**src/rtl/s1ov_pkg.sv**
```systemverilog
package s1ov_pkg;

    // Permission vector layout shared by all ports: bit0 read, bit1 write, bit2 execute.
    typedef struct packed {
        logic x;
        logic w;
        logic r;
    } perm_t;

    typedef enum logic [1:0] {
        RG_EL10    = 2'd0,
        RG_EL20    = 2'd1,
        RG_EL2     = 2'd2,
        RG_EL2_ALT = 2'd3
    } regime_e;

    localparam int NCLASS = 2;
    localparam int CL_PRIV   = 0;
    localparam int CL_UNPRIV = 1;

    typedef struct packed {
        logic  vld;
        perm_t priv;
        perm_t unpriv;
    } result_t;

endpackage

```
**src/rtl/s1ov_field.sv**
```systemverilog
module s1ov_field
    import s1ov_pkg::*;
#(
    parameter int REG_W   = 64,
    parameter int FIELD_W = 4,
    parameter int IDX_W   = 3
) (
    input  logic [REG_W-1:0] ov_reg_i,
    input  logic [IDX_W-1:0] idx_i,
    output perm_t            grant_o
);
    // Overlay field layout: bit0 read, bit1 execute, bit2 write, others reserved.
    localparam logic [FIELD_W-1:0] USED_MASK = FIELD_W'(3'b111);

    logic [FIELD_W-1:0] field;
    logic               field_ok;

    always_comb begin
        field    = ov_reg_i[int'(idx_i)*FIELD_W +: FIELD_W];
        field_ok = (field & ~USED_MASK) == '0;
        grant_o  = '0;
        if (field_ok) begin
            grant_o.r = field[0];
            grant_o.x = field[1];
            grant_o.w = field[2];
        end
    end

endmodule

```
**src/rtl/s1ov_capable.sv**
```systemverilog
module s1ov_capable #(
    parameter int IND_W     = 4,
    parameter int IND_LIMIT = 8
) (
    input  logic             indirect_i,
    input  logic             enable_i,
    input  logic [IND_W-1:0] ind_val_i,
    output logic             capable_o
);
    localparam logic [IND_W-1:0] LIMIT_V = IND_W'(IND_LIMIT);

    always_comb begin
        if (indirect_i) begin
            capable_o = enable_i && (ind_val_i < LIMIT_V);
        end else begin
            capable_o = enable_i;
        end
    end

endmodule

```
**src/rtl/s1ov_mask.sv**
```systemverilog
module s1ov_mask
    import s1ov_pkg::*;
(
    input  perm_t base_i,
    input  perm_t grant_i,
    input  logic  apply_i,
    output perm_t perm_o
);
    always_comb begin
        perm_o = base_i;
        if (apply_i) begin
            perm_o.r = base_i.r & grant_i.r;
            perm_o.w = base_i.w & grant_i.w;
            perm_o.x = base_i.x & grant_i.x;
        end
    end

endmodule

```
**src/rtl/s1_overlay_eval.sv**
```systemverilog
module s1_overlay_eval
    import s1ov_pkg::*;
#(
    parameter int REG_W     = 64,
    parameter int FIELD_W   = 4,
    parameter int IDX_W     = 3,
    parameter int IND_W     = 4,
    parameter int IND_LIMIT = 8
) (
    input  logic             clk,
    input  logic             rst_n,
    input  logic             in_valid,
    output logic             in_ready,
    input  logic             indirect,
    input  logic [IND_W-1:0] priv_ind_val,
    input  logic [IND_W-1:0] unpriv_ind_val,
    input  logic [2:0]       base_priv,
    input  logic [2:0]       base_unpriv,
    input  logic [IDX_W-1:0] po_index,
    input  logic [1:0]       regime,
    input  logic             priv_ov_en,
    input  logic             unpriv_ov_en,
    input  logic [REG_W-1:0] ov_reg_el0,
    input  logic [REG_W-1:0] ov_reg_el1,
    input  logic [REG_W-1:0] ov_reg_el2,
    input  logic             pan_en,
    input  logic             pan_ext_en,
    output logic             out_valid,
    input  logic             out_ready,
    output logic [2:0]       out_priv,
    output logic [2:0]       out_unpriv
);

    result_t st_d, st_q;

    logic [REG_W-1:0] sel_reg  [NCLASS];
    logic [IND_W-1:0] ind_val  [NCLASS];
    logic             ov_en    [NCLASS];
    perm_t            base     [NCLASS];
    perm_t            grant    [NCLASS];
    logic             capable  [NCLASS];
    logic             apply    [NCLASS];
    perm_t            masked   [NCLASS];

    logic    accept;
    logic    any_ov;
    logic    pan_hit;
    regime_e rg;

    // Register choice per regime
    always_comb begin
        rg = regime_e'(regime);
        unique case (rg)
            RG_EL10: begin
                sel_reg[CL_PRIV]   = ov_reg_el1;
                sel_reg[CL_UNPRIV] = ov_reg_el0;
            end
            RG_EL20: begin
                sel_reg[CL_PRIV]   = ov_reg_el2;
                sel_reg[CL_UNPRIV] = ov_reg_el0;
            end
            default: begin
                sel_reg[CL_PRIV]   = ov_reg_el2;
                sel_reg[CL_UNPRIV] = '0;
            end
        endcase
    end

    assign ind_val[CL_PRIV]   = priv_ind_val;
    assign ind_val[CL_UNPRIV] = unpriv_ind_val;
    assign ov_en[CL_PRIV]     = priv_ov_en;
    assign ov_en[CL_UNPRIV]   = unpriv_ov_en;
    assign base[CL_PRIV]      = perm_t'(base_priv);
    assign base[CL_UNPRIV]    = perm_t'(base_unpriv);
    assign any_ov             = priv_ov_en | unpriv_ov_en;

    for (genvar c = 0; c < NCLASS; c++) begin : g_class
        s1ov_field #(
            .REG_W   (REG_W),
            .FIELD_W (FIELD_W),
            .IDX_W   (IDX_W)
        ) u_field (
            .ov_reg_i (sel_reg[c]),
            .idx_i    (po_index),
            .grant_o  (grant[c])
        );

        s1ov_capable #(
            .IND_W     (IND_W),
            .IND_LIMIT (IND_LIMIT)
        ) u_capable (
            .indirect_i (indirect),
            .enable_i   (ov_en[c]),
            .ind_val_i  (ind_val[c]),
            .capable_o  (capable[c])
        );

        assign apply[c] = any_ov && ov_en[c] && capable[c];

        s1ov_mask u_mask (
            .base_i  (base[c]),
            .grant_i (grant[c]),
            .apply_i (apply[c]),
            .perm_o  (masked[c])
        );
    end

    assign accept = in_valid && in_ready;

    // Next-state computation
    always_comb begin
        st_d    = st_q;
        pan_hit = pan_en && (masked[CL_UNPRIV].r || masked[CL_UNPRIV].w ||
                             (pan_ext_en && masked[CL_UNPRIV].x));
        if (accept) begin
            st_d.vld    = 1'b1;
            st_d.priv   = masked[CL_PRIV];
            st_d.unpriv = masked[CL_UNPRIV];
            if (pan_hit) begin
                st_d.priv.w = 1'b0;
            end
        end else if (out_ready) begin
            st_d.vld = 1'b0;
        end
    end

    always_ff @(posedge clk) begin
        if (!rst_n) begin
            st_q <= '0;
        end else begin
            st_q <= st_d;
        end
    end

    assign in_ready   = !st_q.vld || out_ready;
    assign out_valid  = st_q.vld;
    assign out_priv   = st_q.priv;
    assign out_unpriv = st_q.unpriv;

    // Checks beside the logic

    a_r2_valid_after_accept: assert property (@(posedge clk) disable iff (!rst_n)
        (in_valid && in_ready) |=> out_valid);

    a_r11_hold_stable: assert property (@(posedge clk) disable iff (!rst_n)
        (out_valid && !out_ready) |=> (out_valid && $stable(out_priv) && $stable(out_unpriv)));

    a_r8_priv_subset: assert property (@(posedge clk) disable iff (!rst_n)
        (in_valid && in_ready) |=> ((out_priv & ~$past(base_priv)) == 3'b000));

    a_r8_unpriv_subset: assert property (@(posedge clk) disable iff (!rst_n)
        (in_valid && in_ready) |=> ((out_unpriv & ~$past(base_unpriv)) == 3'b000));

    a_r9_passthru: assert property (@(posedge clk) disable iff (!rst_n)
        (in_valid && in_ready && !priv_ov_en && !unpriv_ov_en && !pan_en)
        |=> (out_priv == $past(base_priv) && out_unpriv == $past(base_unpriv)));

    a_r6_el2_no_user: assert property (@(posedge clk) disable iff (!rst_n)
        (in_valid && in_ready && regime[1] && unpriv_ov_en && !indirect)
        |=> (out_unpriv == 3'b000));

    a_r10_pan_clears_w: assert property (@(posedge clk) disable iff (!rst_n)
        (in_valid && in_ready && pan_en && base_unpriv[0] && !unpriv_ov_en)
        |=> !out_priv[1]);

endmodule

```
**config.mk**
```make
export PLATFORM = sky130hd
export DESIGN_NAME = s1_overlay_eval
export DESIGN_NICKNAME = d
export VERILOG_FILES = /design/src/rtl/s1ov_pkg.sv /design/src/rtl/s1ov_field.sv /design/src/rtl/s1ov_capable.sv /design/src/rtl/s1ov_mask.sv /design/src/rtl/s1_overlay_eval.sv
export SDC_FILE = /design/constraint.sdc
export NUM_CORES = 1
export LEC_CHECK = 0
export BUFFER_PORTS_ARGS = -buffer_cell sky130_fd_sc_hd__buf_2
export CORE_AREA = 5 5 85 87
export CTS_BUF_LIST = sky130_fd_sc_hd__clkbuf_8
export DETAILED_ROUTE_END_ITERATION = 10
export DIE_AREA = 0 0 90 92
export GPL_ROUTABILITY_DRIVEN = 1
export PLACE_DENSITY = 0.67
export SLEW_MARGIN = 10
export SYNTH_ARGS = -nofsm -noshare
export SYNTH_HDL_FRONTEND = slang
export SYNTH_SLANG_ARGS = --single-unit
```
**constraint.sdc**
```tcl
create_clock -name clk -period 2.2 [get_ports clk]
set_input_delay 0.44 -clock clk [delete_from_list [all_inputs] [get_ports clk]]
set_output_delay 0.44 -clock clk [all_outputs]
set_load 0.01 [all_outputs]
```
# After elaboration in Yosys (flattened, before gate mapping)

Cells that the tools add are included.
W data, S select, Z words.

Flip-flop bits (word level): 7
Input port bits: 220
Logic and storage cells: 46

Order comparisons: 2
Equality and inequality tests: 1
Shift-type cells: 2
Mux-type cells: 10
Bitwise operators: 7
Reductions and logical operators: 17

Operators with widths:

| operator             | number |
|---|---|
| $pmux W128 S2        | 1 |
| $shiftx A64 B6 Y4    | 2 |
| $mux W3              | 4 |
| $logic_and A1 B1 Y1  | 9 |
| $logic_not A4 Y1     | 2 |
| $lt A4 B4 Y1 const B | 2 |
| $and A1 B1 Y1        | 6 |
| $mux W1              | 5 |
| $logic_or A1 B1 Y1   | 3 |
| $eq A2 B1 Y1 const B | 1 |
| $logic_not A2 Y1     | 1 |
| $reduce_bool A2 Y1   | 1 |
| $logic_not A1 Y1     | 1 |
| $or A1 B1 Y1         | 1 |

# Longest topological paths before layout

Gate-level depths: netlist of the first run.

Depth after elaboration: 11
Gate-level depth with buffers: 7
Gate-level depth less buffers: 6

# Modules after synthesis

Synthesis of the first run repeated with hierarchy kept, for this count alone.

Cells, all modules: 225
Area total of the unflattened synthesis: 2469.9 sq um

Modules (own cells, without submodules):

| module          | times used | cells each | area an instance (sq um) | sequential area each (sq um) |
|---|---|---|---|---|
| s1_overlay_eval | 1          | 175        | 1816.7                   | 140.1 |
| s1ov_field      | 2          | 18         | 281.5                    | 0.0 |
| s1ov_mask       | 2          | 6          | 33.8                     | 0.0 |
| s1ov_capable    | 2          | 1          | 11.3                     | 0.0 |

# Worst setup path after synthesis of the first run

No wires, ideal clock.

Path kind: input port to flip-flop
Start point: in regime[0]
End point: reg st_q, in the netlist out_priv[2]
Data arrival time: 1.780 ns
Required time: 2.083 ns
Setup slack: 0.302 ns
Cell stages on the path: 7
Buffers on the path: 2
Path through: buf_6 nor2_4 buf_8 mux4_2 mux2i_1 mux2i_1 a32o_1

Word-level cells in the longest chain between the ends: 7

RTL lines:

| element                                          | RTL line               | text |
|---|---|---|
| start: declaration                               | s1_overlay_eval.sv:20  | `input logic [1:0] regime,` |
| $eq A2 B1 Y1 or $logic_not A2 Y1 (tied branches) | s1_overlay_eval.sv:53  | `unique case (rg)` |
| $pmux W128 S2 (*)                                | s1_overlay_eval.sv:53  |  |
| $shiftx A64 B6 Y4 (*)                            | s1ov_field.sv:19       | `field = ov_reg_i[int'(idx_i)*FIELD_W +: FIELD_W];` |
| $logic_not A4 Y1                                 | s1ov_field.sv:20       | `field_ok = (field & ~USED_MASK) == '0;` |
| $mux W3 (*)                                      | s1ov_field.sv:22       | `if (field_ok) begin` |
| $and A1 B1 Y1 (*)                                | s1ov_mask.sv:14        | `perm_o.x = base_i.x & grant_i.x;` |
| $mux W3 (*)                                      | s1ov_mask.sv:11        | `if (apply_i) begin` |
| end signal: assignment                           | s1_overlay_eval.sv:131 | `st_q <= st_d;` |
| end: declaration                                 | s1_overlay_eval.sv:34  | `result_t st_d, st_q;` |

Mark *: on every way between the ends. The rest lies on a longest branch, timed or not.
A chain may end at the register's enable or synchronous reset.

# Worst setup path in the final report of the first run

Start point: in po_index[0]
End point: reg st_q, in the netlist out_priv[2]

Word-level cells in the longest chain between the ends: 5

RTL lines:

| element               | RTL line              | text |
|---|---|---|
| start: declaration    | s1_overlay_eval.sv:19 | `input logic [IDX_W-1:0] po_index,` |
| $shiftx A64 B6 Y4 (*) | s1ov_field.sv:19      |  |
| $logic_not A4 Y1      | s1ov_field.sv:20      |  |
| $mux W3 (*)           | s1ov_field.sv:22      |  |
| $and A1 B1 Y1 (*)     | s1ov_mask.sv:14       |  |
| $mux W3 (*)           | s1ov_mask.sv:11       |  |

Marks and branches as above.

==> results.txt, run 1 <==
GP Congestion -> 0.749
H-tree levels -> 1
Worst setup SP type -> input pin
Slew @ Worst Pin -> 0.497 ns
Min Tclk post-route -> 1.84 ns
WHS -> 0.477 ns
Sink Count -> 7
Post-DR vias/cell -> 4.88
Net Sw Frac -> 31.8%
Setup TNS -> 0 ns
Data required, critical path -> 2.32 ns
Port-buffer cells -> 125
Crit path DAT -> 1.96 ns
Routed vias -> 1,591
Initial core utilization -> 20.5%
Setup Crit Path Kind -> in -> reg
Final hold vios -> 0
Post-route DRC -> 0
# setup viols final -> 0
Worst rel slew slack -> 66.7%
Clock power frac -> 26.7%
Cell Pwr Density -> 326 mW/mm^2
Post-route clock period utilization -> 83.7%
GRT Residual Overflow -> 0
Post-Syn Area -> 0.00129 sq mm
Clock Path Buffers -> 2
Largest cells by area after synthesis -> mux4_2 (30%), dfxtp_1 (11%), mux2i_1 (6.2%)
Critical path's slowest cell -> o41ai_2
CTS buffer count -> 3
Max-slew violations -> 0
Total GRT Usage -> 12.7%
Worst IR Drop VDD -> 0.203 mV
CTS tree -> done
Postcts setup bufs -> 0
Yosys top cell by area -> mux4_2
Seq/Total Area, Yosys -> 10.9%
Post-DP HPWL -> 4820 um
Ys flop type -> dfxtp_1
Internal -> 453 uW
Worst-path clk slew -> 0.04 ns
Post-synth top area share -> 29.8%
CP Max Fanout -> 8
Post-synthesis cell type count -> 41
Fmax -> 543 MHz
Core area -> 0.00628 sq mm
Register bit total from synthesis -> 7
Syn Inst Count -> 122
Drt wl/cell -> 16.5 um
Outcome -> completed
Largest net degree at the start of global routing -> 22
Height of the die -> 92 um
Die ar. -> 0.00828 sq mm
Worst-path cell chain -> buf_2, buf_4, nand2b_1, a211oi_1, o41ai_2, a211oi_2, a32o_1
1st-iter DRT viols -> 76
Clk_lat worst skew -> 0.23 ns
Post-Syn Area per Cell -> 10.5 sq um
Synthesis Warnings -> 0
Comb power frac -> 52.0%
Post-CTS sizing -> 0
Number of synthesized flops with an enable pin -> 0
Initial antenna violation count -> 0
Vias in the first global route -> 1,729
NetSw -> 211 uW
Rows -> 29
CTS Hold Bufs -> 0
Routed Antenna Nets -> 0
P&R area growth vs syn -> 58.5%
Io pins -> 228
Final WL -> 5370 um
Clock skew -> 0.000527 ns
CP Capture Type -> flop
Seq pwr share -> 21.3%
Unrepaired setup endpoints after global routing -> no
Largest stage delay on the critical path -> 0.49 ns
Die X -> 90 um
Worst min-delay path class -> in -> reg
DRT Pass-1 Iters -> 4
Pleak -> 0.965 nW
Number of diodes -> 0
Layout cells sized above 1 -> 65.5%
Number of max-cap violations -> 0
Ys async rst share -> 0%
Clk root buf -> clkbuf_8
Fin nets -> 470
Syn Nets -> 342
First-pass GRT wire length -> 8530 um
[cell usage after synthesis, types with 2 or more instances]
| cell | instances |
|---|---|
| mux4_2 | 17 |
| a211oi_1 | 9 |
| nand2_1 | 9 |
| o21a_1 | 9 |
| mux2i_1 | 8 |
| dfxtp_1 | 7 |
| nor2_1 | 6 |
| inv_1 | 5 |
| buf_2 | 4 |
| buf_6 | 4 |
| a2111oi_2 | 3 |
| a221oi_1 | 3 |
| nand3_1 | 3 |
| o21ai_0 | 3 |
| a21oi_1 | 2 |
| a22oi_1 | 2 |
| nand3b_1 | 2 |
| nor2b_1 | 2 |
| o41ai_2 | 2 |
[layout by cell type, fill, tap and decap left out, types with 2 or more instances in the layout]
cell / instances
inv_1: 6
nand2_1: 9
buf_2: 125
nor2_1: 6
a22oi_1: 2
o21ai_0: 3
mux4_2: 17
nor2b_1: 2
o21a_1: 9
nand3b_1: 2
mux2i_1: 8
a211oi_1: 9
buf_4: 7
nand3_1: 3
a2111oi_2: 3
clkbuf_8: 3
a221oi_1: 3
a21oi_1: 2
o41ai_2: 2
dfxtp_1: 7
[layout make-up]
type                       count  area, sq um
clock inverter                 1         3.75
tap                           77         96.3
multi-input combinational    100         1040
timing repair buffer         133          698
fill                         666         4240
inverter                       5         18.8
sequential                     7          140
clock buffer                   3         41.3
[cells by family (layout without fill, tap and decap cells)]
family	count (synthesis)	after routing	synth area share (%)
AOI/OAI and AO/OA	45	45	30.7
and+or+nand+nor	28	28	11.2
muxes	27	27	38.9
buffers and inverters	15	142	8.27
DFF	7	7	10.9
[path summary, 6_finish.rpt]
path	depth (start not counted)	slack (ns)	start	endpoint
worst max-delay path	7	0.36	po_index[0]	out_priv[2]
worst max register to register	6	0.77	out_valid	out_priv[1]
worst min register to register	2	0.51	out_unpriv[1]	out_unpriv[1]
worst min-delay path	2	0.48	base_priv[2]	out_priv[2]
[per-stage QoR]
step	setup WS, ns	instance area [sq um]	power, mW	std cells	utilization (%)
finish	0.358	2040	0.664	326	32.5
global route	0.204	2040	0.719	326	32.5
CTS	0.328	2040	0.678	326	32.5
detailed placement	0.0902	1990	0.494	322	31.8
global placement	0.0648	1990	0.488	322	31.8
floorplan	0.302	1290	0.337	122	-
[registers in the layout, summed over array words and instances, names as in the netlist]
name and flops:
out_priv 3, out_unpriv 3, out_valid 1
[metal layers]
metal	vias to the layer above	share of wire, %	track usage, %
li1	768	-	-
met1	724	42	16.6
met2	99	47	20.7
met3	0	11	4.34
met4	0	0	1.74
met5	-	0	0
[worst max-delay path: cells and delay by family]
kind	cells	cell delay, ns
compound gates	4	0.97
simple gates	1	0.18
buf+inv	2	0.37
[power by group through the flow]
stage | Sequential, mW | Combinational, mW | Clock, mW
CTS | 0.141 | 0.352 | 0.185
finish | 0.141 | 0.345 | 0.178
floorplan | 0.148 | 0.188 | 0
global route | 0.142 | 0.383 | 0.194
global placement | 0.143 | 0.344 | 0
detailed placement | 0.143 | 0.351 | 0
No activity file was read; power rests on OpenSTA's default activity.
==> run 2, diff against run 1 <==
Settings changed: ABC_AREA from default to 1, CORE_AREA 5 5 85 87 to 5 5 86 88, DIE_AREA 0 0 90 92 to 0 0 91 93.
Clock period 2.2 ns to 1.9 ns, I/O delays scaled along.
==> results.txt, run 2 <==
P&R area growth vs syn -> 57.5%
Most frequent cells in the layout -> buf_2 (125), nand2_1 (118), nand3_1 (70)
Die ar. -> 0.00846 sq mm (+2.2%)
Setup Crit Path Kind -> in -> reg
Worst rel slew slack -> 73.1% (+6.5 points)
Fillers -> 758 (+14%)
Outcome -> completed
CP bufs+invs -> 3 (+1)
Yosys top cell by area -> nand2_1
Syn Nets -> 508 (+49%)
NetSw -> 279 uW (+32%)
Register bit total from synthesis -> 7 (unchanged)
Largest family of logic cells by synthesized area -> simple AND/OR/NAND/NOR gates
Post-Synth XOR/XNOR Area -> 0% (unchanged)
Clock skew -> 0.00521 ns (+0.00468 ns)
Most common cell after layout, fill and taps aside -> buf_2
Initial antenna violation count -> 0 (unchanged)
Rows -> 30 (+3.4%)
Total GRT Usage -> 13.0% (+0.37 points)
Setup TNS -> 0 ns (unchanged)
Worst setup SP type -> input pin
Comb power frac -> 52.6% (+0.6 points)
Pleak -> 1.33 nW (+37%)
Crit path DAT -> 1.75 ns (-0.21 ns)
Post-CTS sizing -> 0 (unchanged)
Die X -> 91 um (+1.1%)
Kind of cell adding the most delay to the critical path -> simple AND/OR/NAND/NOR gates
Worst min-delay path class -> in -> reg
Worst-path cell chain -> buf_2, nor2_4, inv_2, buf_4, nand2_1, nand3_1, nand3_1, nand2_1, nand2_1, nand2_1, nand2_1, a21oi_1, nand2_1, a21oi_1
Min Tclk post-route -> 1.60 ns
WHS -> 0.418 ns (-0.0584 ns)
Routed vias -> 2,157 (+36%)
Post-Syn Area -> 0.00137 sq mm (+6.3%)
Simple-Gate Fraction of Synth Area -> 62.6% (+51 points)
Fin nets -> 634 (+35%)
Initial core utilization -> 20.8% (+0.33 points)
Post-DR vias/cell -> 4.38 (-10%)
Post-DP HPWL -> 4740 um (-1.7%)
CTS tree -> done
Clock power frac -> 26.4% (-0.3 points)
Unrepaired setup endpoints after global routing -> no
Syn Inst Count -> 288 (+140%)
Slew @ Worst Pin -> 0.399 ns (-0.0974 ns)
Clock Path Buffers -> 2 (unchanged)
Data required, critical path -> 2.05 ns (-0.27 ns)
Seq pwr share -> 21.0% (-0.3 points)
Clk_lat worst skew -> 0.22 ns (about the same)
CTS buffer count -> 3 (unchanged)
Post-synthesis cell type count -> 17 (-59%)
Worst-path clk slew -> 0.04 ns (about the same)
Top cell by count, worst path -> nand2_1
Most frequent cell after synthesis -> nand2_1
H-tree levels -> 1 (unchanged)
CP Max Fanout -> 18 (+10)
Internal -> 493 uW (+8.8%)
Fmax -> 627 MHz
Post-route clock period utilization -> 84.0%
Post-route DRC -> 0 (unchanged)
Net Sw Frac -> 36.2% (+4.4 points)
CP Capture Type -> flop
Ys flop type -> dfxtp_1
Final WL -> 5690 um (+5.9%)
Worst IR Drop VDD -> 0.298 mV (+47%)
Sink Count -> 7 (unchanged)
Final hold vios -> 0 (unchanged)
CTS Hold Bufs -> 0 (unchanged)
Core area -> 0.00657 sq mm (+4.6%)
Cell Pwr Density -> 359 mW/mm^2 (+10%)
Post-synthesis adder-cell area fraction -> 0% (unchanged)
Height of the die -> 93 um (+1.1%)
Max-slew violations -> 0 (unchanged)
Synthesis Warnings -> 0 (unchanged)
Clk root buf -> clkbuf_8
First-pass GRT wire length -> 9520 um (+12%)
Largest net degree at the start of global routing -> 20 (-9.1%)
Seq/Total Area, Yosys -> 10.2% (-0.65 points)
Post-Syn Area per Cell -> 4.75 sq um (-55%)
Largest cells by area after synthesis -> nand2_1 (32%), nand3_1 (26%), dfxtp_1 (10%)
Core Util, Final -> 32.8% (+0.31 points)
Number of max-cap violations -> 0 (unchanged)
Post-synth top cells -> nand2_1 (118), nand3_1 (70), inv_1 (35), nor2_1 (12), buf_2 (10)
Routed Antenna Nets -> 0 (unchanged)
Number of synthesized flops with an enable pin -> 0 (unchanged)
Drt wl/cell -> 11.5 um (-30%)
Number of diodes -> 0 (unchanged)
Io pins -> 228 (unchanged)
DRT Pass-1 Iters -> 4 (unchanged)
Postcts setup bufs -> 0 (unchanged)
Multiplexer share of the synthesized area -> 0% (-39 points)
Largest stage delay on the critical path -> 0.25 ns (-0.24 ns)
1st-iter DRT viols -> 92 (+21%)
# setup viols final -> 0 (unchanged)
Synth Area in Compound Gates -> 10.1% (-21 points)
Port-buffer cells -> 125 (unchanged)
GRT Residual Overflow -> 0 (unchanged)
Layout cells sized above 1 -> 35.1% (-30 points)
Post-synth top area share -> 32.4% (+2.6 points)
Vias in the first global route -> 2,141 (+24%)
Ys async rst share -> 0% (unchanged)
Critical path's slowest cell -> buf_4
GP Congestion -> 0.834 (+11%)
-- run 2: kinds of logic after synthesis --
group | count (synthesis)
AO/OA/AOI/OAI | 25
buffers and inverters | 54
flip-flops | 7
AND/OR/NAND/NOR | 202
-- run 2: worst paths after layout --
path                                startpoint       endpoint  slack (ns)  cells past startpoint
worst max-delay path                 regime[1]    out_priv[1]        0.30                     14
worst min register to register     out_priv[1]    out_priv[1]        0.47                      2
worst min-delay path            base_unpriv[2]  out_unpriv[2]        0.42                      3
worst max register to register       out_valid    out_priv[1]        0.72                      7
-- run 2: per-stage QoR --
| stage | total power [mW] | cell area [sq um] | cells | setup slack (ns) |
|---|---|---|---|---|
| 2_1_floorplan | 0.384 | 1370 | 288 | 0.378 |
| 3_3_place_gp | 0.570 | 2110 | 489 | 0.0704 |
| 3_5_place_dp | 0.573 | 2110 | 489 | 0.0425 |
| 4_1_cts | 0.782 | 2150 | 493 | 0.271 |
| 5_1_grt | 0.851 | 2150 | 493 | 0.114 |
| 6_report | 0.772 | 2150 | 493 | 0.304 |
-- run 2: tightest hold or removal path, delay by kind of cell --
family / cells / cell delay, ns
AOI/OAI and AO/OA: 1 / 0.05
and+or+nand+nor: 1 / 0.06
buffers and inverters: 1 / 0.11
-- run 2: layout make-up --
| type | instances | area (sq um) | area share (%) |
|---|---|---|---|
| clock buffers | 3 | 41.3 | 1.92 |
| clock inverters | 1 | 3.75 | 0.174 |
| inverters | 37 | 139 | 6.45 |
| multi-input cells | 227 | 993 | 46.1 |
| flip-flops and latches | 7 | 140 | 6.51 |
| well taps | 80 | 100 | 4.65 |
| repair buffers | 138 | 736 | 34.2 |
-- run 2: routing by layer --
layer / vias up / global-route usage, % / part of all wire [%]
li1: 1161 / - / -
met1: 903 / 15.6 / 42
met2: 91 / 23.7 / 48
met3: 2 / 3.22 / 9.3
met4: 0 / 2.20 / 0.32
met5: - / 0 / 0
-- run 2: power groups by stage --
stage	registers (mW)	clock network (mW)	logic (mW)
after floorplan	0.170	0	0.215
after detailed placement	0.164	0	0.408
after CTS	0.162	0.209	0.410
after global placement	0.164	0	0.406
final	0.162	0.204	0.406
after global routing	0.164	0.221	0.466
